<file path="src/rtl/rseq_pkg.sv">
package rseq_pkg;
    localparam int ADDR_W = 16;
    localparam int DATA_W = 8;

    typedef enum logic [2:0] {
        ST_HOLD,
        ST_INIT,
        ST_MASK,
        ST_FLO,
        ST_FHI,
        ST_RUN
    } seq_st_e;
endpackage

</file>
<file path="src/rtl/cpu_ce_div.sv">
module cpu_ce_div #(
    parameter int DIV = 2
) (
    input  logic clk,
    input  logic por_n,
    output logic ce
);
    localparam int CW = (DIV > 2) ? $clog2(DIV) : 1;

    typedef struct packed {
        logic [CW-1:0] cnt;
    } div_s;

    div_s div_d, div_q;

    always_comb begin
        div_d = div_q;
        if (div_q.cnt == CW'(DIV - 1)) div_d.cnt = '0;
        else                           div_d.cnt = div_q.cnt + CW'(1);
    end

    always_ff @(posedge clk or negedge por_n) begin
        if (!por_n) div_q <= '0;
        else        div_q <= div_d;
    end

    assign ce = (div_q.cnt == CW'(DIV - 1));


    ce_spacing_chk: assert property (@(posedge clk) disable iff (!por_n)
        ce |=> !ce);
endmodule

</file>
<file path="src/rtl/rst_qual.sv">
module rst_qual #(
    parameter int MIN_LOW = 2
) (
    input  logic clk,
    input  logic por_n,
    input  logic ce,
    input  logic pin_n,
    input  logic wdt_req,
    output logic pin_hi,
    output logic wdt_act,
    output logic fire
);
    localparam int CW = $clog2(MIN_LOW + 1);

    typedef struct packed {
        logic          pin;
        logic [CW-1:0] cnt;
        logic          pend;
        logic          act;
    } qual_s;

    qual_s qual_d, qual_q;
    logic  qualified;

    always_comb begin
        qual_d      = qual_q;
        qual_d.pin  = pin_n;
        qual_d.pend = qual_q.pend | wdt_req;
        if (ce) begin
            qual_d.act  = qual_q.pend | wdt_req;
            qual_d.pend = 1'b0;
            if (qual_q.pin)                       qual_d.cnt = '0;
            else if (qual_q.cnt != CW'(MIN_LOW))  qual_d.cnt = qual_q.cnt + CW'(1);
        end
    end

    always_ff @(posedge clk or negedge por_n) begin
        if (!por_n) begin
            qual_q.pin  <= 1'b0;
            qual_q.cnt  <= CW'(MIN_LOW);
            qual_q.pend <= 1'b0;
            qual_q.act  <= 1'b0;
        end else begin
            qual_q <= qual_d;
        end
    end

    assign qualified = (qual_q.cnt == CW'(MIN_LOW));
    assign pin_hi    = qual_q.pin;
    assign wdt_act   = qual_q.act;
    assign fire      = qualified | qual_q.act;


    pin_high_clears_chk: assert property (@(posedge clk) disable iff (!por_n)
        (ce && pin_hi) |=> !qualified);


    wdt_reaches_act_chk: assert property (@(posedge clk) disable iff (!por_n)
        (ce && qual_q.pend) |=> wdt_act);
endmodule

</file>
<file path="src/rtl/boot_fsm.sv">
module boot_fsm
    import rseq_pkg::*;
#(
    parameter int               INIT_CYCLES = 6,
    parameter logic [ADDR_W-1:0] VEC_LO     = 16'hFFFC
) (
    input  logic              clk,
    input  logic              por_n,
    input  logic              ce,
    input  logic              pin_hi,
    input  logic              wdt_act,
    input  logic              fire,
    input  logic [DATA_W-1:0] vec_rdata,
    output logic              vec_rd,
    output logic [ADDR_W-1:0] vec_addr,
    output logic [ADDR_W-1:0] pc,
    output logic              irq_mask,
    output logic              run,
    output logic              in_reset,
    output logic              hold
);
    localparam int CW = (INIT_CYCLES > 2) ? $clog2(INIT_CYCLES) : 1;
    localparam logic [ADDR_W-1:0] VEC_HI = VEC_LO + ADDR_W'(1);

    typedef struct packed {
        seq_st_e           st;
        logic [CW-1:0]     cnt;
        logic [ADDR_W-1:0] pc;
        logic              mask;
        logic              run;
    } fsm_s;

    fsm_s fsm_d, fsm_q;

    always_comb begin
        fsm_d     = fsm_q;
        fsm_d.run = 1'b0;
        if (ce) begin
            if (fsm_q.st != ST_HOLD && fire) begin
                fsm_d.st   = ST_HOLD;
                fsm_d.cnt  = '0;
                fsm_d.pc   = '0;
                fsm_d.mask = 1'b0;
            end else begin
                unique case (fsm_q.st)
                    ST_HOLD: begin
                        fsm_d.pc   = '0;
                        fsm_d.mask = 1'b0;
                        fsm_d.cnt  = '0;
                        if (pin_hi && !wdt_act) fsm_d.st = ST_INIT;
                    end
                    ST_INIT: begin
                        if (fsm_q.cnt == CW'(INIT_CYCLES - 1)) begin
                            fsm_d.st  = ST_MASK;
                            fsm_d.cnt = '0;
                        end else begin
                            fsm_d.cnt = fsm_q.cnt + CW'(1);
                        end
                    end
                    ST_MASK: begin
                        fsm_d.mask = 1'b1;
                        fsm_d.st   = ST_FLO;
                    end
                    ST_FLO: begin
                        fsm_d.pc[DATA_W-1:0] = vec_rdata;
                        fsm_d.st             = ST_FHI;
                    end
                    ST_FHI: begin
                        fsm_d.pc[ADDR_W-1:DATA_W] = vec_rdata;
                        fsm_d.st                  = ST_RUN;
                        fsm_d.run                 = 1'b1;
                    end
                    ST_RUN: ;
                    default: fsm_d.st = ST_HOLD;
                endcase
            end
        end
    end

    always_ff @(posedge clk or negedge por_n) begin
        if (!por_n) begin
            fsm_q.st   <= ST_HOLD;
            fsm_q.cnt  <= '0;
            fsm_q.pc   <= '0;
            fsm_q.mask <= 1'b0;
            fsm_q.run  <= 1'b0;
        end else begin
            fsm_q <= fsm_d;
        end
    end

    assign vec_rd   = (fsm_q.st == ST_FLO) || (fsm_q.st == ST_FHI);
    assign vec_addr = (fsm_q.st == ST_FHI) ? VEC_HI : VEC_LO;
    assign pc       = fsm_q.pc;
    assign irq_mask = fsm_q.mask;
    assign run      = fsm_q.run;
    assign in_reset = (fsm_q.st != ST_RUN);
    assign hold     = (fsm_q.st == ST_HOLD);


    mask_before_fetch_chk: assert property (@(posedge clk) disable iff (!por_n)
        vec_rd |-> irq_mask);


    vec_addr_range_chk: assert property (@(posedge clk) disable iff (!por_n)
        vec_rd |-> (vec_addr == VEC_LO || vec_addr == VEC_HI));


    run_single_chk: assert property (@(posedge clk) disable iff (!por_n)
        run |=> !run);


    run_after_mask_chk: assert property (@(posedge clk) disable iff (!por_n)
        run |-> (irq_mask && !in_reset));


    abort_to_hold_chk: assert property (@(posedge clk) disable iff (!por_n)
        (ce && fire && !hold) |=> (hold && !irq_mask && pc == '0));


    hold_clean_chk: assert property (@(posedge clk) disable iff (!por_n)
        hold |-> (pc == '0 && !irq_mask));
endmodule

</file>
<file path="src/rtl/rst_fanout.sv">
module rst_fanout #(
    parameter int N_PWM  = 13,
    parameter int N_HALF = 7
) (
    input  logic             in_reset,
    output logic             io_force_high,
    output logic             sync_clr,
    output logic             sync_out_off,
    output logic             tmr_clr,
    output logic             irq_clr,
    output logic             adc_stop,
    output logic             ddc_off,
    output logic             wdt_clr,
    output logic [N_PWM-1:0] pwm_half_duty,
    output logic [N_PWM-1:0] pwm_disable
);
    assign io_force_high = in_reset;
    assign sync_clr      = in_reset;
    assign sync_out_off  = in_reset;
    assign tmr_clr       = in_reset;
    assign irq_clr       = in_reset;
    assign adc_stop      = in_reset;
    assign ddc_off       = in_reset;
    assign wdt_clr       = in_reset;

    for (genvar ch = 0; ch < N_PWM; ch++) begin : g_pwm
        if (ch < N_HALF) begin : g_half
            assign pwm_half_duty[ch] = in_reset;
            assign pwm_disable[ch]   = 1'b0;
        end else begin : g_off
            assign pwm_half_duty[ch] = 1'b0;
            assign pwm_disable[ch]   = in_reset;
        end
    end


    always_comb begin
        pwm_exclusive_chk: assert ((pwm_half_duty & pwm_disable) == '0);
    end
endmodule

</file>
<file path="src/rtl/reset_sequencer.sv">
module reset_sequencer
    import rseq_pkg::*;
#(
    parameter int                DIV         = 2,
    parameter int                MIN_LOW     = 2,
    parameter int                INIT_CYCLES = 6,
    parameter int                N_PWM       = 13,
    parameter int                N_HALF      = 7,
    parameter logic [ADDR_W-1:0] VEC_LO      = 16'hFFFC
) (
    input  logic              clk,
    input  logic              por_n,
    input  logic              rst_pin_n,
    input  logic              wdt_req,
    input  logic [DATA_W-1:0] vec_rdata,
    output logic              cpu_ce,
    output logic              cpu_mem_inhibit,
    output logic              irq_mask,
    output logic [ADDR_W-1:0] pc,
    output logic              run,
    output logic              vec_rd,
    output logic [ADDR_W-1:0] vec_addr,
    output logic              io_force_high,
    output logic              sync_clr,
    output logic              sync_out_off,
    output logic              tmr_clr,
    output logic              irq_clr,
    output logic              adc_stop,
    output logic              ddc_off,
    output logic              wdt_clr,
    output logic [N_PWM-1:0]  pwm_half_duty,
    output logic [N_PWM-1:0]  pwm_disable
);
    logic pin_hi;
    logic wdt_act;
    logic fire;
    logic in_reset;
    logic hold;

    cpu_ce_div #(.DIV(DIV)) u_div (
        .clk   (clk),
        .por_n (por_n),
        .ce    (cpu_ce)
    );

    rst_qual #(.MIN_LOW(MIN_LOW)) u_qual (
        .clk     (clk),
        .por_n   (por_n),
        .ce      (cpu_ce),
        .pin_n   (rst_pin_n),
        .wdt_req (wdt_req),
        .pin_hi  (pin_hi),
        .wdt_act (wdt_act),
        .fire    (fire)
    );

    boot_fsm #(.INIT_CYCLES(INIT_CYCLES), .VEC_LO(VEC_LO)) u_fsm (
        .clk       (clk),
        .por_n     (por_n),
        .ce        (cpu_ce),
        .pin_hi    (pin_hi),
        .wdt_act   (wdt_act),
        .fire      (fire),
        .vec_rdata (vec_rdata),
        .vec_rd    (vec_rd),
        .vec_addr  (vec_addr),
        .pc        (pc),
        .irq_mask  (irq_mask),
        .run       (run),
        .in_reset  (in_reset),
        .hold      (hold)
    );

    rst_fanout #(.N_PWM(N_PWM), .N_HALF(N_HALF)) u_fan (
        .in_reset      (in_reset),
        .io_force_high (io_force_high),
        .sync_clr      (sync_clr),
        .sync_out_off  (sync_out_off),
        .tmr_clr       (tmr_clr),
        .irq_clr       (irq_clr),
        .adc_stop      (adc_stop),
        .ddc_off       (ddc_off),
        .wdt_clr       (wdt_clr),
        .pwm_half_duty (pwm_half_duty),
        .pwm_disable   (pwm_disable)
    );

    assign cpu_mem_inhibit = ~rst_pin_n | hold;


    inhibit_in_hold_chk: assert property (@(posedge clk) disable iff (!por_n)
        (hold || !rst_pin_n) |-> cpu_mem_inhibit);
endmodule

</file>
<file path="config.mk">
export PLATFORM = sky130hd
export DESIGN_NAME = reset_sequencer
export DESIGN_NICKNAME = d
export VERILOG_FILES = /design/src/rtl/rseq_pkg.sv /design/src/rtl/cpu_ce_div.sv /design/src/rtl/rst_qual.sv /design/src/rtl/boot_fsm.sv /design/src/rtl/rst_fanout.sv /design/src/rtl/reset_sequencer.sv
export SDC_FILE = /design/constraint.sdc
export NUM_CORES = 1
export LEC_CHECK = 0
export CAP_MARGIN = 10
export CORE_MARGIN = 2
export CORE_UTILIZATION = 60
export DETAILED_ROUTE_END_ITERATION = 6
export DONT_BUFFER_PORTS = 1
export GPL_ROUTABILITY_DRIVEN = 1
export PLACE_DENSITY_LB_ADDON = 0.2
export SYNTH_ARGS = -nofsm -noshare
export SYNTH_HDL_FRONTEND = slang
export SYNTH_SLANG_ARGS = --single-unit
</file>
<file path="constraint.sdc">
create_clock -name clk -period 3.84 [get_ports clk]
set_input_delay 0.768 -clock clk [delete_from_list [all_inputs] [get_ports clk]]
set_output_delay 0.768 -clock clk [all_outputs]
set_load 0.03 [all_outputs]
</file>
* Word-level counts from Yosys, hierarchy flattened
Index checks and enable logic that the tools add are counted.
Operators by class: $add $sub $neg 3, equal/unequal tests 12, multiplexer cells 17, bitwise operators 4, reduce and logical (&&, ||, !) cells 17
Operators with widths (number):
- one-hot mux 8 bit (2 select lines) | 2
- two-way mux 23 bit | 1
- one-hot mux 3 bit (6 select lines) | 1
- nonzero test 3 bit | 5
- AND reduction 2 bit | 5
- equality test 3 bit, second input constant | 3
- two-way mux 3 bit | 3
- equality test 3 x 2 -> 1 bit, second input constant | 2
- two-way mux 2 bit | 3
- != test 3 x 1 -> 1 bit, second input constant | 2
- one-hot mux 3 bit (2 select lines) | 1
- two-way mux 1 bit | 5
- AND reduction 4 bit | 1
- adder 3 x 1 -> 3 bit, second input constant | 1
- equality test 3 x 1 -> 1 bit, second input constant | 1
- zero test 3 bit | 1
- != test 3 bit, second input constant | 1
- bitwise OR 1 bit | 3
- adder 2 x 1 -> 2 bit, second input constant | 1
- equality test 2 bit, second input constant | 1
- logical AND 1 bit | 2
- != test 2 x 1 -> 1 bit, second input constant | 1
- != test 2 bit, second input constant | 1
- one-hot mux 1 bit (2 select lines) | 1
- 5 further kinds | 5
Storage, ports and cells: register bits 30, bits of input ports 12, output and inout port bits 71, logic and storage cells 64

* Logic depth before layout (Yosys ltp)
Gate-level depths: netlist of the first run.
depth after elaboration 5, gate-level depth with buffers 7

* Modules after synthesis
A second synthesis of the first run with hierarchy kept.
Second synthesis, totals: cells, all modules 179, area total of the unflattened synthesis 1893.1 um^2
By module, submodules not included:
- boot_fsm | times used 1, cells an instance 122, area an instance 1382.6 um^2, sequential area each 600.6 um^2
- rst_fanout | times used 1, cells an instance 35, area an instance 259.0 um^2, sequential area each 0.0 um^2
- rst_qual | times used 1, cells an instance 19, area an instance 216.5 um^2, sequential area each 126.4 um^2
- cpu_ce_div | times used 1, cells an instance 2, area an instance 28.8 um^2, sequential area each 25.0 um^2
- reset_sequencer | times used 1, cells an instance 1, area an instance 6.3 um^2, sequential area each 0.0 um^2

* Worst setup path after synthesis of the first run
OpenSTA, ideal clock, no wires.
path kind flip-flop to output port, from reg u_fsm.fsm_q[22] (netlist name), to out ddc_off, arrival 1.505 ns, data required time 3.072 ns, slack 1.567 ns, cell stages (with the launch flop) 4, path buffers 1, cell sequence dfrtp_1 > nor2b_1 > nand2_1 > buf_4
Between the ends: longest elaborated chain between the ends 1
RTL lines:
- start, declared | line boot_fsm.sv:33 | fsm_s fsm_d, fsm_q;
- start signal, assigned | line boot_fsm.sv:88 | fsm_q <= fsm_d;
- != test 3 bit | line boot_fsm.sv:97 | assign in_reset = (fsm_q.st != ST_RUN);
- end, declared | line reset_sequencer.sv:29 | output logic ddc_off,
No other way between the ends.

* Worst setup path after layout of the first run
from reg u_fsm.fsm_q[21] (netlist name), to out sync_clr
Between the ends: longest elaborated chain between the ends 1
RTL lines:
- != test 3 bit | line boot_fsm.sv:97
- end, declared | line reset_sequencer.sv:24 | output logic sync_clr,
No other way between the ends.

==> impl_metrics.env, run 1 <==
export IMPL_max_freq_mhz=344
export IMPL_setup_violations=0
export IMPL_dpl_cell_area_mm2=0.00148
export IMPL_area_growth_pct=-15.7
export IMPL_slew_headroom=0.335
export IMPL_portBuffers=0
export IMPL_drt_iter0_markers=33
export IMPL_vdd_drop_max_uv=248
export IMPL_synth_area_leaders="dfrtp_1 (40%), buf_4 (27%), a32o_1 (4.9%)"
export IMPL_gp_congestion=0.839
export IMPL_routedWlPerCell_um=16.8
export IMPL_ioPinCount=83
export IMPL_hold_viol_final=0
export IMPL_yosysUniqueCellTypes=39
export IMPL_synth_top_area_frac=0.395
export IMPL_firstDrtPassIters=4
export IMPL_die_y_um=59.3
export IMPL_cts_resized=0
export IMPL_critical_path_class="reg -> out"
export IMPL_synth_top_flop_cell="dfrtp_1"
export IMPL_first_global_vias=922
export IMPL_fin_crit_ns=2.90
export IMPL_fin_crit_sh=0.756
export IMPL_nNetsFinal=153
export IMPL_start_util=0.616
export IMPL_tightest_slew_ns=0.990
export IMPL_netlist_instances=178
export IMPL_hpwl_um=2030
export IMPL_synth_common_cells="buf_4 (65), dfrtp_1 (29), a32o_1 (9)"
export IMPL_drtAntennaViolNets=0
export IMPL_avgViaCountPerCell=5.84
export IMPL_rsz0062_at_grt="false"
export IMPL_cts_made_buffers=5
export IMPL_drive_above_1_share=0.121
export IMPL_synth_top_cell_by_area="dfrtp_1"
export IMPL_start_kind="register"
export IMPL_path_max_fanout=17
export IMPL_root_buffer="clkbuf_4"
export IMPL_ys_warn_count=0
export IMPL_core_mm2=0.00298
export IMPL_cts_max_path_buffers=2
export IMPL_totalPowerFinal_uw=652
export IMPL_die_area_mm2=0.00352
export IMPL_clock_skew_ns=0.0115
export IMPL_ys_seq_area_frac=0.410
export IMPL_drcViolationCount=0
export IMPL_syn_area_mm2=0.00184
export IMPL_grt_pass1_wl_um=4510
export IMPL_status="complete, no violations"
export IMPL_track_usage=0.174
export IMPL_worst_ep_required_time_ns=3.07
export IMPL_clkLatencyLatePin_ns=0.32
export IMPL_cts_tree="yes"
export IMPL_vias=1017
export IMPL_hold_class="in -> async"
export IMPL_holdBufCountCts=0
export IMPL_drv_slew=0
export IMPL_endpoint_kind="output port"
export IMPL_fin_setup_tns_ns=0
export IMPL_grt_max_degree=31
export IMPL_cts_setup_buffers=0
export IMPL_dp_cells=166
export IMPL_htree_levels=2
export IMPL_antenna_found_initial=0
export IMPL_cts_sinks=30
export IMPL_synth_edf_count=0
export IMPL_synthArstFlopShare=1.00
export IMPL_chipWidth_um=59.3
export IMPL_rows=20
export IMPL_wl_um=2930
export IMPL_power_density_mw_per_mm2=421
export IMPL_stdcell_count=174
export IMPL_synth_ff_latch_count=30
export IMPL_syn_mean_instance_area_um2=10.3
export IMPL_p_leak_nw=0.719
export IMPL_post_route_cell_area_mm2=0.00155
export IMPL_path_clk_slew_ns=0.10
export IMPL_diodes=0
export IMPL_worst_ep_arrival_time_ns=2.14
export IMPL_grt_remaining_overflow=0
export IMPL_yosysMostFrequentCell="buf_4"
export IMPL_maxCapViolations=0
==> metrics by stage <==
stage	util	setup WS [ns]	hold WS (ns)
floorplan	-	1.57	0.396
global placement	0.498	1.35	0.432
detailed placement	0.498	1.29	0.443
CTS	0.520	0.927	0.114
global route	0.520	0.786	0.0993
finish	0.520	0.936	0.122
==> final timing paths <==
path,from,end,slack (ns),cells past startpoint
hold reg to reg,u_qual.pin_hi$_DFF_PN0_,u_qual.qual_q[3]$_DFFE_PN1P_,0.45,1
setup / recovery,u_fsm.fsm_q[21]$_DFFE_PN0P_,sync_clr,0.94,3
max in group asynchronous,por_n,u_qual.qual_q[3]$_DFFE_PN1P_,3.54,0
setup reg to reg,u_fsm.fsm_q[23]$_DFFE_PN0P_,u_fsm.pc[9]$_DFFE_PN0P_,1.65,3
min in group clk,u_qual.pin_hi$_DFF_PN0_,u_qual.qual_q[3]$_DFFE_PN1P_,0.45,1
hold / removal,por_n,u_fsm.fsm_q[21]$_DFFE_PN0P_,0.12,0
==> final cells by class <==
class,instances,area [um^2]
clock buffers,6,51.3
clock inverters,2,12.5
fillers,268,1430
inverters,5,21.3
multi-input cells,97,642
flip-flops and latches,30,752
well taps,33,41.3
repair buffers,1,27.5
==> kinds of logic after synthesis <==
kind of cell             after synthesis  share of synthesized area
multiplexers                           1                    0.00545
AND/OR/NAND/NOR                       27                      0.105
flip-flops                            30                      0.410
buffers and inverters                 77                      0.298
adder cells (fa/ha/maj)                1                    0.00682
AO/OA/AOI/OAI                         40                      0.171
other                                  2                    0.00409
==> registers in the layout, indices dropped and copies added (netlist names) <==
| signal | flops |
|---|---|
| u_fsm.irq_mask | 1 |
| u_div.ce | 1 |
| u_fsm.run | 1 |
| u_fsm.pc | 16 |
| u_fsm.fsm_q | 6 |
| u_qual.pin_hi | 1 |
| u_qual.wdt_act | 1 |
| u_qual.qual_q | 3 |
==> worst max-delay path, stage by stage (launching register included) <==
cell,delay [ns]
dfrtp_1,0.55
nor2b_1,0.47
nand2_4,0.35
buf_16,0.42
==> report_power, final <==
| part | leakage, nW | total [mW] | switching, mW | internal [mW] |
|---|---|---|---|---|
| sequential | 0.401 | 0.342 | 0.0113 | 0.331 |
| clock | 0.0343 | 0.200 | 0.112 | 0.0880 |
| combinational | 0.285 | 0.110 | 0.0815 | 0.0283 |
| total | 0.719 | 0.652 | 0.205 | 0.447 |
==> cell usage in the layout, fill, tap and decap left out, drive strengths merged, types with 2 or more instances in the layout <==
cell type	instances
a21oi	3
a22o	8
a32o	9
clkbuf	6
conb	28
dfrtp	29
inv	5
nand2	4
nand4	2
nor2	6
nor2b	3
nor3b	3
nor4b	2
o21ai	7
o22ai	2
o2bb2ai	2
o31a	2
o31ai	2
==> per-layer routing <==
| metal | GRT usage | share of wire | vias to the layer above |
|---|---|---|---|
| li1 | - | - | 456 |
| met1 | 0.214 | 0.41 | 494 |
| met2 | 0.262 | 0.47 | 59 |
| met3 | 0.0699 | 0.10 | 8 |
| met4 | 0.0909 | 0.019 | 0 |
| met5 | 0 | 0 | - |
Power figures use the tool's default switching activity.
==> run 2: changes to the inputs <==
--- a/config.mk
+++ b/config.mk
@@ -7,7 +7,7 @@
 export LEC_CHECK = 0
 export CAP_MARGIN = 10
 export CORE_MARGIN = 2
-export CORE_UTILIZATION = 60
+export CORE_UTILIZATION = 56
 export DETAILED_ROUTE_END_ITERATION = 6
 export DONT_BUFFER_PORTS = 1
 export GPL_ROUTABILITY_DRIVEN = 1
==> constraint.sdc (replaced) <==
create_clock -name clk -period 2.5 [get_ports clk]
set_input_delay 0.5 -clock clk [delete_from_list [all_inputs] [get_ports clk]]
set_output_delay 0.5 -clock clk [all_outputs]
set_load 0.03 [all_outputs]
==> run 2 against run 1 <==
Final area is 5.0% higher. Register-to-register slack worse by 1.1 ns. Cell count is 10% higher. Non-clock buffer count is 7 higher. Worst setup slack worse by 0.79 ns. Clock skew is 0.0045 ns lower. Total power is 58% higher. Die area is 6.6% higher. Combinational power is 76% higher. Global-route usage is 0.42 points higher. Critical endpoint is now adc_stop.
==> impl_metrics.env, run 2 (same netlist as run 1, synthesis figures left out) <==
export IMPL_portBuffers=0
export IMPL_layout_common_cells="dfrtp_1 (29), conb_1 (28), a32o_1 (9), a22o_1 (8), o21ai_1 (7)"
export IMPL_max_freq_mhz=426
export IMPL_crit_slowest_cell="dfrtp_1"
export IMPL_slew_headroom=0.500
export IMPL_cts_made_buffers=5
export IMPL_maxCapViolations=0
export IMPL_drive_above_1_share=0.149
export IMPL_path_cells="nor2b_1 > nand2_4 > buf_16"
export IMPL_fin_setup_tns_ns=0
export IMPL_drt_iter0_markers=58
export IMPL_nNetsFinal=160
export IMPL_cpPeakStageDelay_ns=0.55
export IMPL_power_density_mw_per_mm2=633
export IMPL_routedWlPerCell_um=16.4
export IMPL_critPathTopFamily="simple AND/OR/NAND/NOR gates"
export IMPL_clkLatencyLatePin_ns=0.34
export IMPL_worst_ep_arrival_time_ns=1.85
export IMPL_avgViaCountPerCell=5.40
export IMPL_largestRegisters="u_fsm.pc x16, u_fsm.fsm_q x6, u_qual.qual_q x3"
export IMPL_cts_tree="yes"
export IMPL_setup_violations=0
export IMPL_regArea_um2=752
export IMPL_largest_reg_flops=16
export IMPL_core_mm2=0.00308
export IMPL_fin_crit_ns=2.35
export IMPL_cts_sinks=30
export IMPL_vias=1036
export IMPL_start_util=0.596
export IMPL_drcViolationCount=0
export IMPL_path_clk_slew_ns=0.09
export IMPL_dp_cells=182
export IMPL_cts_max_path_buffers=2
export IMPL_hold_viol_final=0
export IMPL_endpoint_kind="output port"
export IMPL_worst_ep_required_time_ns=2.00
export IMPL_antenna_found_initial=0
export IMPL_stdcell_count=192
export IMPL_hold_class="in -> reg"
export IMPL_path_buf_inv=1
export IMPL_rows=20
export IMPL_p_leak_nw=0.757
export IMPL_critical_path_class="reg -> out"
export IMPL_cts_setup_buffers=0
export IMPL_gp_congestion=0.897
export IMPL_clock_skew_ns=0.00700
export IMPL_status="complete, no violations"
export IMPL_root_buffer="clkbuf_4"
export IMPL_grt_max_degree=31
export IMPL_area_growth_pct=-11.5
export IMPL_track_usage=0.178
export IMPL_multi_input_area_um2=642
export IMPL_firstDrtPassIters=4
export IMPL_rsz0062_at_grt="false"
export IMPL_start_kind="register"
export IMPL_die_y_um=61.3
export IMPL_grt_remaining_overflow=0
export IMPL_htree_levels=2
export IMPL_first_global_vias=952
export IMPL_grt_pass1_wl_um=4740
export IMPL_drv_slew=0
export IMPL_ioPinCount=83
export IMPL_wl_um=3140
export IMPL_final_common_cell="dfrtp_1"
export IMPL_tightest_slew_ns=0.740
export IMPL_regMostFlops="u_fsm.pc"
export IMPL_drtAntennaViolNets=0
export IMPL_diodes=0
export IMPL_hpwl_um=2270
export IMPL_fillers=295
export IMPL_die_area_mm2=0.00375
export IMPL_fin_crit_sh=0.940
export IMPL_finalCoreUtilization=0.528
export IMPL_chipWidth_um=61.3
export IMPL_vdd_drop_max_uv=382
export IMPL_path_max_fanout=17
run 2: cell types whose count changed in the layout (fill, tap and decap cells not counted):
cell,delta
clkinvlp_4,-1
dlygate4sd3_1,+1
clkbuf_1,+1
buf_4,+5
buf_12,+1
run 2: final timing paths:
check | startpoint | endpoint | slack (ns) | cells past startpoint
max | u_fsm.fsm_q[21]$_DFFE_PN0P_ | adc_stop | 0.15 | 3
min | rst_pin_n | u_qual.pin_hi$_DFF_PN0_ | 0.18 | 0
max reg2reg | u_qual.qual_q[3]$_DFFE_PN1P_ | u_fsm.pc[7]$_DFFE_PN0P_ | 0.59 | 4
min reg2reg | u_qual.pin_hi$_DFF_PN0_ | u_qual.qual_q[3]$_DFFE_PN1P_ | 0.47 | 1
max in group asynchronous | por_n | u_qual.qual_q[3]$_DFFE_PN1P_ | 1.67 | 2
min in group asynchronous | por_n | u_fsm.fsm_q[22]$_DFFE_PN0P_ | 0.57 | 2
run 2: final cells by class:
type,count,area share
clock buffer,7,0.0339
inverter,5,0.0131
clock inverter,1,0.00308
timing repair buffer,8,0.0585
tap,44,0.0339
multi-input combinational,97,0.395
sequential,30,0.463
run 2: stage by stage:
stage          hold slack, ns  instance area (um^2)  power (mW)  worst slack, ns
2_1_floorplan           0.204                  1930       0.719            0.495
3_3_place_gp            0.205                  1540       0.696            0.616
3_5_place_dp            0.205                  1540       0.719            0.534
4_1_cts                 0.180                  1630        1.04            0.161
5_1_grt                 0.171                  1630        1.08           0.0366
6_report                0.184                  1630        1.03            0.150
run 2: power by group:
part / internal (mW) / switching (mW) / leakage, nW
logic: 0.0497 / 0.145 / 0.322
registers: 0.508 / 0.0201 / 0.401
clock network: 0.136 / 0.171 / 0.0353
run 2: routing by layer:
metal | up-vias | GRT usage | part of all wire
met5 | - | 0 | 0
met2 | 58 | 0.260 | 0.47
met4 | 0 | 0.0932 | 0.025
met1 | 500 | 0.228 | 0.39
li1 | 470 | - | -
met3 | 8 | 0.0714 | 0.11
run 2: what timing repair did:
item                      4_1_cts  5_1_grt
resized for setup               0        0
hold buffers                    2        0
hold endpoints to repair       30        0
